--- config.mk ---
export PLATFORM = sky130hd
export DESIGN_NAME = fc_step_estimator
export DESIGN_NICKNAME = d
export VERILOG_FILES = /design/src/rtl/fc_est_pkg.sv /design/src/rtl/fc_tri_gate.sv /design/src/rtl/fc_phase_volt.sv /design/src/rtl/fc_cap_step.sv /design/src/rtl/fc_est_fsm.sv /design/src/rtl/fc_step_estimator.sv
export SDC_FILE = /design/constraint.sdc
export NUM_CORES = 2
export LEC_CHECK = 0
export BUFFER_PORTS_ARGS = -buffer_cell sky130_fd_sc_hd__clkbuf_2
export CAP_MARGIN = 20
export CORE_ASPECT_RATIO = 1.25
export CORE_UTILIZATION = 35
export CTS_BUF_LIST = sky130_fd_sc_hd__clkbuf_8
export DETAILED_ROUTE_END_ITERATION = 10
export GPL_TIMING_DRIVEN = 0
export PLACE_DENSITY = 0.51
export SYNTH_ARGS = -nofsm -noshare
export SYNTH_HDL_FRONTEND = slang
export SYNTH_HIERARCHICAL = 1
export SYNTH_SLANG_ARGS = --single-unit
--- constraint.sdc ---
create_clock -name clk -period 18.19 [get_ports clk]
set_input_delay 3.638 -clock clk [delete_from_list [all_inputs] [get_ports clk]]
set_output_delay 3.638 -clock clk [all_outputs]
set_load 0.005 [all_outputs]
--- src/rtl/fc_est_pkg.sv ---
package fc_est_pkg;

    typedef enum logic [2:0] {
        ST_IDLE,
        ST_VOLT,
        ST_NEUT,
        ST_CURR,
        ST_CAP,
        ST_DONE
    } est_state_t;

    // difference of two switch bits: 0, +1 or -1
    typedef enum logic [1:0] {
        D_ZERO = 2'd0,
        D_POS  = 2'd1,
        D_NEG  = 2'd2
    } dsel_t;

    function automatic dsel_t diff_sel(logic hi, logic lo);
        if (hi && !lo) return D_POS;
        if (!hi && lo) return D_NEG;
        return D_ZERO;
    endfunction

    // clamp a wide signed value into a w-bit two's complement range
    function automatic logic signed [63:0] clamp(logic signed [63:0] x, int w);
        logic signed [63:0] hi;
        hi = (64'sd1 <<< (w - 1)) - 64'sd1;
        if (x > hi) return hi;
        if (x < (-hi - 64'sd1)) return -hi - 64'sd1;
        return x;
    endfunction

endpackage

--- src/rtl/fc_tri_gate.sv ---
module fc_tri_gate
    import fc_est_pkg::*;
#(
    parameter int W = 18
) (
    input  dsel_t              sel,
    input  logic signed [W-1:0] x,
    output logic signed [W-1:0] y
);

    always_comb begin
        unique case (sel)
            D_POS:   y = x;
            D_NEG:   y = -x;
            D_ZERO:  y = '0;
            default: y = '0;
        endcase
    end

endmodule

--- src/rtl/fc_phase_volt.sv ---
module fc_phase_volt
    import fc_est_pkg::*;
#(
    parameter int DW  = 16,
    parameter int VDC = 3200
) (
    input  logic [2:0]           sw,
    input  logic signed [DW-1:0] vc1,
    input  logic signed [DW-1:0] vc2,
    output logic signed [DW+1:0] vph
);

    localparam int PW = DW + 2;

    dsel_t               d_lo;
    dsel_t               d_hi;
    logic signed [PW-1:0] t_lo;
    logic signed [PW-1:0] t_hi;
    logic signed [PW-1:0] rail;

    assign d_lo = diff_sel(sw[1], sw[0]);
    assign d_hi = diff_sel(sw[2], sw[1]);

    fc_tri_gate #(.W(PW)) u_lo (.sel(d_lo), .x(PW'(vc1)), .y(t_lo));
    fc_tri_gate #(.W(PW)) u_hi (.sel(d_hi), .x(PW'(vc2)), .y(t_hi));

    assign rail = sw[2] ? PW'(VDC) : '0;
    assign vph  = rail - t_hi - t_lo;

endmodule

--- src/rtl/fc_cap_step.sv ---
module fc_cap_step
    import fc_est_pkg::*;
#(
    parameter int DW   = 16,
    parameter int CW   = 16,
    parameter int CF   = 14,
    parameter int COEF = 328
) (
    input  dsel_t                sel,
    input  logic signed [DW-1:0] vc,
    input  logic signed [DW-1:0] i_now,
    input  logic signed [DW-1:0] i_nxt,
    output logic signed [DW-1:0] vc_nxt
);

    localparam int SW   = DW + 1;
    localparam int PW   = CW + SW + 1;
    localparam int AW   = PW + 1;
    localparam int HALF = 2 ** (CF - 1);

    logic signed [SW-1:0] isum;
    logic signed [PW-1:0] prod;
    logic signed [PW-1:0] step;
    logic signed [PW-1:0] gated;
    logic signed [AW-1:0] acc;

    assign isum = SW'(i_now) + SW'(i_nxt);
    assign prod = PW'(COEF) * PW'(isum) + PW'(HALF);
    assign step = prod >>> CF;

    fc_tri_gate #(.W(PW)) u_gate (.sel(sel), .x(step), .y(gated));

    assign acc    = AW'(vc) + AW'(gated);
    assign vc_nxt = DW'(clamp(64'(acc), DW));

endmodule

--- src/rtl/fc_est_fsm.sv ---
module fc_est_fsm
    import fc_est_pkg::*;
(
    input  logic clk,
    input  logic rst_n,
    input  logic start,
    output logic ld_in,
    output logic ld_volt,
    output logic ld_neut,
    output logic ld_curr,
    output logic ld_out,
    output logic busy,
    output logic done
);

    est_state_t st;
    est_state_t st_nx;

    always_ff @(posedge clk or negedge rst_n) begin
        if (!rst_n) st <= ST_IDLE;
        else        st <= st_nx;
    end

    always_comb begin
        st_nx = st;
        unique case (st)
            ST_IDLE: if (start) st_nx = ST_VOLT;
            ST_VOLT: st_nx = ST_NEUT;
            ST_NEUT: st_nx = ST_CURR;
            ST_CURR: st_nx = ST_CAP;
            ST_CAP:  st_nx = ST_DONE;
            ST_DONE: st_nx = start ? ST_VOLT : ST_IDLE;
            default: st_nx = ST_IDLE;
        endcase
    end

    always_comb begin
        ld_in   = 1'b0;
        ld_volt = 1'b0;
        ld_neut = 1'b0;
        ld_curr = 1'b0;
        ld_out  = 1'b0;
        busy    = 1'b0;
        done    = 1'b0;
        unique case (st)
            ST_IDLE: ld_in = start;
            ST_VOLT: begin ld_volt = 1'b1; busy = 1'b1; end
            ST_NEUT: begin ld_neut = 1'b1; busy = 1'b1; end
            ST_CURR: begin ld_curr = 1'b1; busy = 1'b1; end
            ST_CAP:  begin ld_out  = 1'b1; busy = 1'b1; end
            ST_DONE: begin done = 1'b1; ld_in = start; end
            default: ;
        endcase
    end

endmodule

--- src/rtl/fc_step_estimator.sv ---
module fc_step_estimator
    import fc_est_pkg::*;
#(
    parameter int DW  = 16,
    parameter int CW  = 16,
    parameter int CF  = 14,
    parameter int VDC = 3200,
    parameter int KA  = 15565,
    parameter int KB  = 1638,
    parameter int KC1 = 328,
    parameter int KC2 = 164
) (
    input  logic            clk,
    input  logic            rst_n,
    input  logic            start,
    input  logic [3*DW-1:0] i_meas,
    input  logic [3*DW-1:0] vc1_meas,
    input  logic [3*DW-1:0] vc2_meas,
    input  logic [8:0]      sw_app,
    output logic            busy,
    output logic            est_valid,
    output logic [3*DW-1:0] i_est,
    output logic [3*DW-1:0] vc1_est,
    output logic [3*DW-1:0] vc2_est
);

    localparam int NPH   = 3;
    localparam int PW    = DW + 2;
    localparam int SUMW  = DW + 4;
    localparam int RF    = 16;
    localparam int RECIP = (2 ** RF + 1) / 3;
    localparam int NPW   = SUMW + RF + 2;
    localparam int DVW   = PW + 1;
    localparam int ACW   = CW + DVW + 2;
    localparam int HALF  = 2 ** (CF - 1);

    logic ld_in, ld_volt, ld_neut, ld_curr, ld_out, done;

    logic signed [DW-1:0] i_r   [NPH];
    logic signed [DW-1:0] vc1_r [NPH];
    logic signed [DW-1:0] vc2_r [NPH];
    logic [8:0]           sw_r;
    logic signed [PW-1:0] vph_c [NPH];
    logic signed [PW-1:0] vph_r [NPH];
    logic signed [PW-1:0] vn_c;
    logic signed [PW-1:0] vn_r;
    logic signed [DW-1:0] inx_c [NPH];
    logic signed [DW-1:0] inx_r [NPH];
    logic signed [DW-1:0] vc1_c [NPH];
    logic signed [DW-1:0] vc2_c [NPH];
    logic signed [DW-1:0] i_o   [NPH];
    logic signed [DW-1:0] vc1_o [NPH];
    logic signed [DW-1:0] vc2_o [NPH];

    fc_est_fsm u_fsm (
        .clk    (clk),
        .rst_n  (rst_n),
        .start  (start),
        .ld_in  (ld_in),
        .ld_volt(ld_volt),
        .ld_neut(ld_neut),
        .ld_curr(ld_curr),
        .ld_out (ld_out),
        .busy   (busy),
        .done   (done)
    );

    assign est_valid = done;

    // neutral voltage: rounded multiply by reciprocal of three
    logic signed [SUMW-1:0] vsum;
    logic signed [NPW-1:0]  vprod;
    assign vsum  = SUMW'(vph_r[0]) + SUMW'(vph_r[1]) + SUMW'(vph_r[2]);
    assign vprod = NPW'(vsum) * NPW'(RECIP) + NPW'(2 ** (RF - 1));
    assign vn_c  = PW'(vprod >>> RF);

    for (genvar p = 0; p < NPH; p++) begin : g_ph
        dsel_t                 d_lo;
        dsel_t                 d_hi;
        logic signed [DVW-1:0] dv;
        logic signed [ACW-1:0] acc;

        fc_phase_volt #(.DW(DW), .VDC(VDC)) u_pv (
            .sw (sw_r[3*p +: 3]),
            .vc1(vc1_r[p]),
            .vc2(vc2_r[p]),
            .vph(vph_c[p])
        );

        assign dv       = DVW'(vph_r[p]) - DVW'(vn_r);
        assign acc      = ACW'(KA) * ACW'(i_r[p]) + ACW'(KB) * ACW'(dv) + ACW'(HALF);
        assign inx_c[p] = DW'(clamp(64'(acc >>> CF), DW));

        assign d_lo = diff_sel(sw_r[3*p + 1], sw_r[3*p]);
        assign d_hi = diff_sel(sw_r[3*p + 2], sw_r[3*p + 1]);

        fc_cap_step #(.DW(DW), .CW(CW), .CF(CF), .COEF(KC1)) u_c1 (
            .sel   (d_lo),
            .vc    (vc1_r[p]),
            .i_now (i_r[p]),
            .i_nxt (inx_r[p]),
            .vc_nxt(vc1_c[p])
        );

        fc_cap_step #(.DW(DW), .CW(CW), .CF(CF), .COEF(KC2)) u_c2 (
            .sel   (d_hi),
            .vc    (vc2_r[p]),
            .i_now (i_r[p]),
            .i_nxt (inx_r[p]),
            .vc_nxt(vc2_c[p])
        );

        assign i_est  [p*DW +: DW] = i_o[p];
        assign vc1_est[p*DW +: DW] = vc1_o[p];
        assign vc2_est[p*DW +: DW] = vc2_o[p];
    end

    always_ff @(posedge clk or negedge rst_n) begin
        if (!rst_n) begin
            sw_r <= '0;
            vn_r <= '0;
            for (int p = 0; p < NPH; p++) begin
                i_r[p]   <= '0;
                vc1_r[p] <= '0;
                vc2_r[p] <= '0;
                vph_r[p] <= '0;
                inx_r[p] <= '0;
                i_o[p]   <= '0;
                vc1_o[p] <= '0;
                vc2_o[p] <= '0;
            end
        end else begin
            if (ld_in) begin
                sw_r <= sw_app;
                for (int p = 0; p < NPH; p++) begin
                    i_r[p]   <= i_meas[p*DW +: DW];
                    vc1_r[p] <= vc1_meas[p*DW +: DW];
                    vc2_r[p] <= vc2_meas[p*DW +: DW];
                end
            end
            if (ld_volt) begin
                for (int p = 0; p < NPH; p++) vph_r[p] <= vph_c[p];
            end
            if (ld_neut) vn_r <= vn_c;
            if (ld_curr) begin
                for (int p = 0; p < NPH; p++) inx_r[p] <= inx_c[p];
            end
            if (ld_out) begin
                for (int p = 0; p < NPH; p++) begin
                    i_o[p]   <= inx_r[p];
                    vc1_o[p] <= vc1_c[p];
                    vc2_o[p] <= vc2_c[p];
                end
            end
        end
    end

endmodule

; ---- Word-level counts from Yosys, hierarchy flattened
; Cells that the tools add are included.
; Widths: inputs -> output; s select.
[op_classes]
add_sub_neg = 45
multipliers = 13
n_lt_le_gt_ge = 18
n_eq_ne = 18
mux = 130
n_reduce_logical = 24
[op_table]
columns = cell, n
row1 = $mux 16, 36
row2 = $pmux 34 s2, 6
row3 = $pmux 18 s2, 6
row4 = $add 16x34->35, 6
row5 = $gt 35x16->1 const B, 6
row6 = $lt 35x16->1 const B, 6
row7 = $neg 20->34, 6
row8 = $mul 7x17->24 const A, 6
row9 = $neg 16->18, 6
row10 = $sub 18x18->18, 6
row11 = $add 32x15->33 const B, 3
row12 = $add 31x31->32, 3
row13 = $mul 15x16->31 const A, 3
row14 = $mul 11x19->30 const A, 3
row15 = $add 27x15->28 const B, 3
row16 = $add 26x15->27 const B, 3
row17 = $gt 19x16->1 const B, 3
row18 = $lt 19x16->1 const B, 3
row19 = $sub 18x18->19, 3
row20 = $mux 1, 53
row21 = $add 16x16->17, 3
row22 = $mux 2, 24
row23 = $mux 12, 3
row24 = $add 34x17->34 const B, 1
row25 = 16 further kinds, 47
[word_totals]
ff_bits = 420
inputBits = 156
elab_cells = 275

; ---- Longest topological paths before layout
[logic_depth]
ltp_word = 14
depth_mapped = 50
depth_no_buf = 48

; ---- Modules after synthesis
; Netlist, hierarchy kept.
[modules_own_cells]
columns = mod, n_inst, cells_each, area_per_inst_um2, seq_area_each_um2
row1 = fc_step_estimator, 1, 5260, 54604.9, 10435.0
row2 = fc_cap_step (g_ph[0].u_c1 ...), 3, 684, 4892.2, 0.0
row3 = fc_cap_step (g_ph[0].u_c2 ...), 2, 690, 5033.6, 0.0
row4 = fc_tri_gate (g_ph[0].u_c1.u_gate ...), 6, 188, 1153.6, 0.0
row5 = fc_cap_step (g_ph[1].u_c2), 1, 715, 5233.8, 0.0
row6 = fc_phase_volt, 3, 163, 1272.5, 0.0
row7 = fc_tri_gate (g_ph[0].u_pv.u_hi ...), 5, 98, 613.1, 0.0
row8 = fc_tri_gate (g_ph[2].u_pv.u_lo), 1, 95, 649.4, 0.0
row9 = fc_est_fsm, 1, 22, 234.0, 75.1

; ---- Worst setup path before layout
; No wires, ideal clock.
[synth_path]
path_kind = register to register
from = register i_r[0] (netlist name)
to = register vc1_o, in the netlist vc1_est[37]
setup_time_ps = 125
arrival_time_ps = 11507
t_required_ps = 18065
path_slack_ps = 6558
stages_incl_launch_ff = 49
path_buffers = 2
period_less_slack_ps = 11632
path_cell_list = dfrtp_1 > ha_1 > inv_1 > fa_1 > nor2b_1 > o21ai_0 > a21boi_0 > o21ai_0 > a21oi_1 > a211oi_1 > o21bai_1 > a21oi_1 > o2111ai_1 > a21boi_1 > inv_1 > ha_1 > fa_1 > inv_1 > [13 not listed] > nor3_2 > o21ba_2 > a31oi_1 > ha_1 > clkbuf_1 > a21o_1 > a21o_1 > a21oi_1 > nand4_1 > o2bb2ai_1 > a21oi_1 > o311a_1 > nor2_1 > nand4_1 > o41ai_2 > buf_2 > o21ai_0 > mux2_2
[synth_rtl]
columns = item, line_no
row1 = from (decl), fc_step_estimator.sv:39  ; logic signed [DW-1:0] i_r [NPH];
row2 = "from (signal, indexed assignment)", fc_step_estimator.sv:136  ; i_r[p] <= i_meas[p*DW +: DW];
row3 = "to (signal, indexed assignment)", fc_step_estimator.sv:151  ; vc1_o[p] <= vc1_c[p];
row4 = to (decl), fc_step_estimator.sv:52  ; logic signed [DW-1:0] vc1_o [NPH];

==> flow_summary_export.csv <==
group,metric,value,unit
status,status,"finished with violations",
status,violations,"DRC",
global_routing,grt_max_degree,109,
die,start_util,35.2,%
job,max_cap_violations,0,
clocking,cts_sinks,420,
setup_path,critPathMaxFanout,23,
finish,most-common-layout-cells,"inv_1 (2134), ha_1 (1617), fa_1 (839)",
finish,drive_above_1_share,10.3,%
yosys,synth_ff_type,"dfrtp_1",
setup_path,path_common_cell,"ha_1",
global_routing,grt_pass1_wl,479000,um
clocking,cts_setup_buffers,0,
detailed_routing,vias_per_cell,5.26,
detailed_routing,wl_met1,140000,um
yosys,synth-seq-cells,420,
clocking,clock_tree.htree_level_count,3,
clocking,cts.reportedPaths.clkPinSlew,0.07,ns
die,num_rows,218,
global_routing,globalRouteTotalUtil,21.3,%
sta,rsz0062_at_grt,"no",
clocking,cts_tree,"built",
placement,port-buffer-count,301,
yosys,synthTopCellsByArea,"ha_1 (20%), fa_1 (17%), dfrtp_1 (11%)",
setup_path,critical_path.slowest_cell,"dfrtp_1",
finish,nNetsFinal,14700,
yosys,synth_area_leader_cell,"ha_1",
finish,layout_commonest_cell,"inv_1",
detailed_routing,wl,309000,um
finish,fin_cells,15900,
detailed_routing,via_count,83500,
placement,globalplace.congestion,0.922,
clocking,cts-root-buf,"clkbuf_8",
die,io_pins,302,
clocking,clockBufferDepth,3,
sta,clock_skew,0.105,ns
setup_path,crit_required,18.96,ns
finish,design_area,108000,um^2
detailed_routing,antenna_left,0,
die,die_y,597,um
setup_path,crit_path_end_kind,"flip-flop",
sta,holdWs,0.506,ns
die,die_w,478,um
yosys,netlist_instances,11600,
clocking,cts_buffers,86,
min_path,hold_class,"reg -> reg",
global_routing,overflow,0,
sta,final_max_slew_viol_count,0,
yosys,yosys_warnings,6,
yosys,synth_top_cell_area_share,20.4,%
setup_path,slowest_delay,0.74,ns
placement,postPlaceCellArea,106000,um^2
setup_path,start_kind,"flip-flop",
setup_path,crit_family,"compound AO/OA/AOI/OAI gates",
yosys,async_reset_ff_share,100,%
sta,fmax,0.0733,GHz
sta,finalCriticalPeriod,13.65,ns
finish,area_growth,8.97,%
clocking,ctsHoldBuffers,0,
setup_path,crit_type,"reg -> reg",
sta,setup_tns,0,ns
sta,period_share,75.0,%
detailed_routing,routedWlPerCell,19.4,um
yosys,synth_seq_area_share,10.6,%
sta,hold_viol,0,
detailed_routing,routed.top_layer,"met5",
placement,place_inst,15700,
detailed_routing,met2_length,149000,um
detailed_routing,drtIter0Drc,4946,
yosys,synth_edf_count,0,
die,dieArea,286000,um^2
sta,worst_pin_slew,1.10,ns
yosys,yosysUniqueCellTypes,132,
placement,hpwl,265000,um
sta,max-slew-margin-rel,26.2,%
sta,setup_viol,0,
clocking,ctsResizeCount,0,
yosys,syn_area,99300,um^2
setup_path,critPathBufInv,6,
setup_path,crit_arrival,14.42,ns
global_routing,grt_pass1_vias,84100,
finish,fillers,28900,
yosys,avgSynthCellArea,8.53,um^2
detailed_routing,wl_met3,10600,um
detailed_routing,drc,60,
global_routing,antenna_found_initial,17,
die,core-area,282000,um^2
clocking,clock_latency,0.89,ns
yosys,synth_nets,14200,
detailed_routing,drtPass1Iterations,11,
[cell families after synthesis]
kind of cell / share of synthesized area (%)
AOI/OAI and AO/OA: 17.5
and+or+nand+nor: 13.8
buffers and inverters: 9.27
DFF: 10.6
muxes: 4.41
adders and majority gates: 37.4
xor gates and xnor gates: 7.02
[state kept, by name, indices dropped and copies added (netlist names)]
name,flops
vph_r,54
i_est,48
i_r,48
inx_r,48
vc1_est,48
vc1_r,48
vc2_est,48
vc2_r,48
vn_r,18
sw_r,9
u_fsm/st,3
[worst paths after layout]
kind	startpoint	endpoint	slack [ns]	cells past startpoint
min	vc1_est[13]$_DFFE_PN0P_	vc1_est[13]$_DFFE_PN0P_	0.51	1
max	i_r[34]$_DFFE_PN0P_	vc2_est[13]$_DFFE_PN0P_	4.54	45
max reg2reg	i_r[34]$_DFFE_PN0P_	vc2_est[13]$_DFFE_PN0P_	4.54	45
min in group asynchronous	rst_n	vc2_r[0]$_DFFE_PN0P_	2.87	1
min reg2reg	vc1_est[13]$_DFFE_PN0P_	vc1_est[13]$_DFFE_PN0P_	0.51	1
max in group asynchronous	rst_n	vc2_est[31]$_DFFE_PN0P_	13.54	4
[through the flow]
stage / worst slack, ns / utilization [%]
6_report: 4.54 / 38.4
5_1_grt: 3.61 / 38.3
4_1_cts: 4.53 / 38.3
3_5_place_dp: 4.48 / 37.6
3_3_place_gp: 2.55 / 37.4
2_1_floorplan: 6.56 / -
[worst register-to-register path: cells and delay by family, from the launching register on]
kind | cells | cell delay [ns]
fa+ha+maj | 7 | 2.47
flops | 1 | 0.74
xor+xnor | 3 | 0.73
mux | 1 | 0.37
buf+inv | 6 | 0.93
simple gates | 10 | 2.95
compound gates | 18 | 5.43
[area by class of cell]
| class | count | area, um^2 | share of cell area, % |
|---|---|---|---|
| clock inverters | 55 | 577 | 0.533 |
| repair buffers | 336 | 2200 | 2.04 |
| flip-flops and latches | 420 | 10500 | 9.72 |
| diodes | 9 | 22.5 | 0.0208 |
| plain buffers | 296 | 1280 | 1.19 |
| inverters | 2113 | 7930 | 7.33 |
| clock buffers | 102 | 1400 | 1.30 |
| multi-input cells | 8802 | 79600 | 73.5 |
| well taps | 3740 | 4680 | 4.33 |
[cell usage after synthesis (74+ instances only)]
master / instances
inv_1: 2113
ha_1: 1617
fa_1: 839
nor2_1: 631
a21oi_1: 598
xnor2_1: 514
o21ai_0: 500
nand2_1: 490
dfrtp_1: 420
mux2_2: 349
xor2_1: 271
a21o_1: 258
clkbuf_1: 236
nor3_1: 214
nand3_1: 195
a31oi_1: 143
nor2b_1: 133
o21ai_1: 123
nand2b_1: 114
nand4_1: 114
a211oi_1: 103
nor4_1: 98
and3_1: 95
or3_1: 81
o21bai_1: 77
o211ai_1: 74
[layer usage]
metal,global-route usage [%],up-vias
li1,-,40900
met1,28.0,40600
met2,37.0,1685
met3,1.66,328
met4,6.27,6
met5,0,-
Power is not shown: default switching activity piles up to over one toggle a cycle in this logic, so the estimate is an artifact.
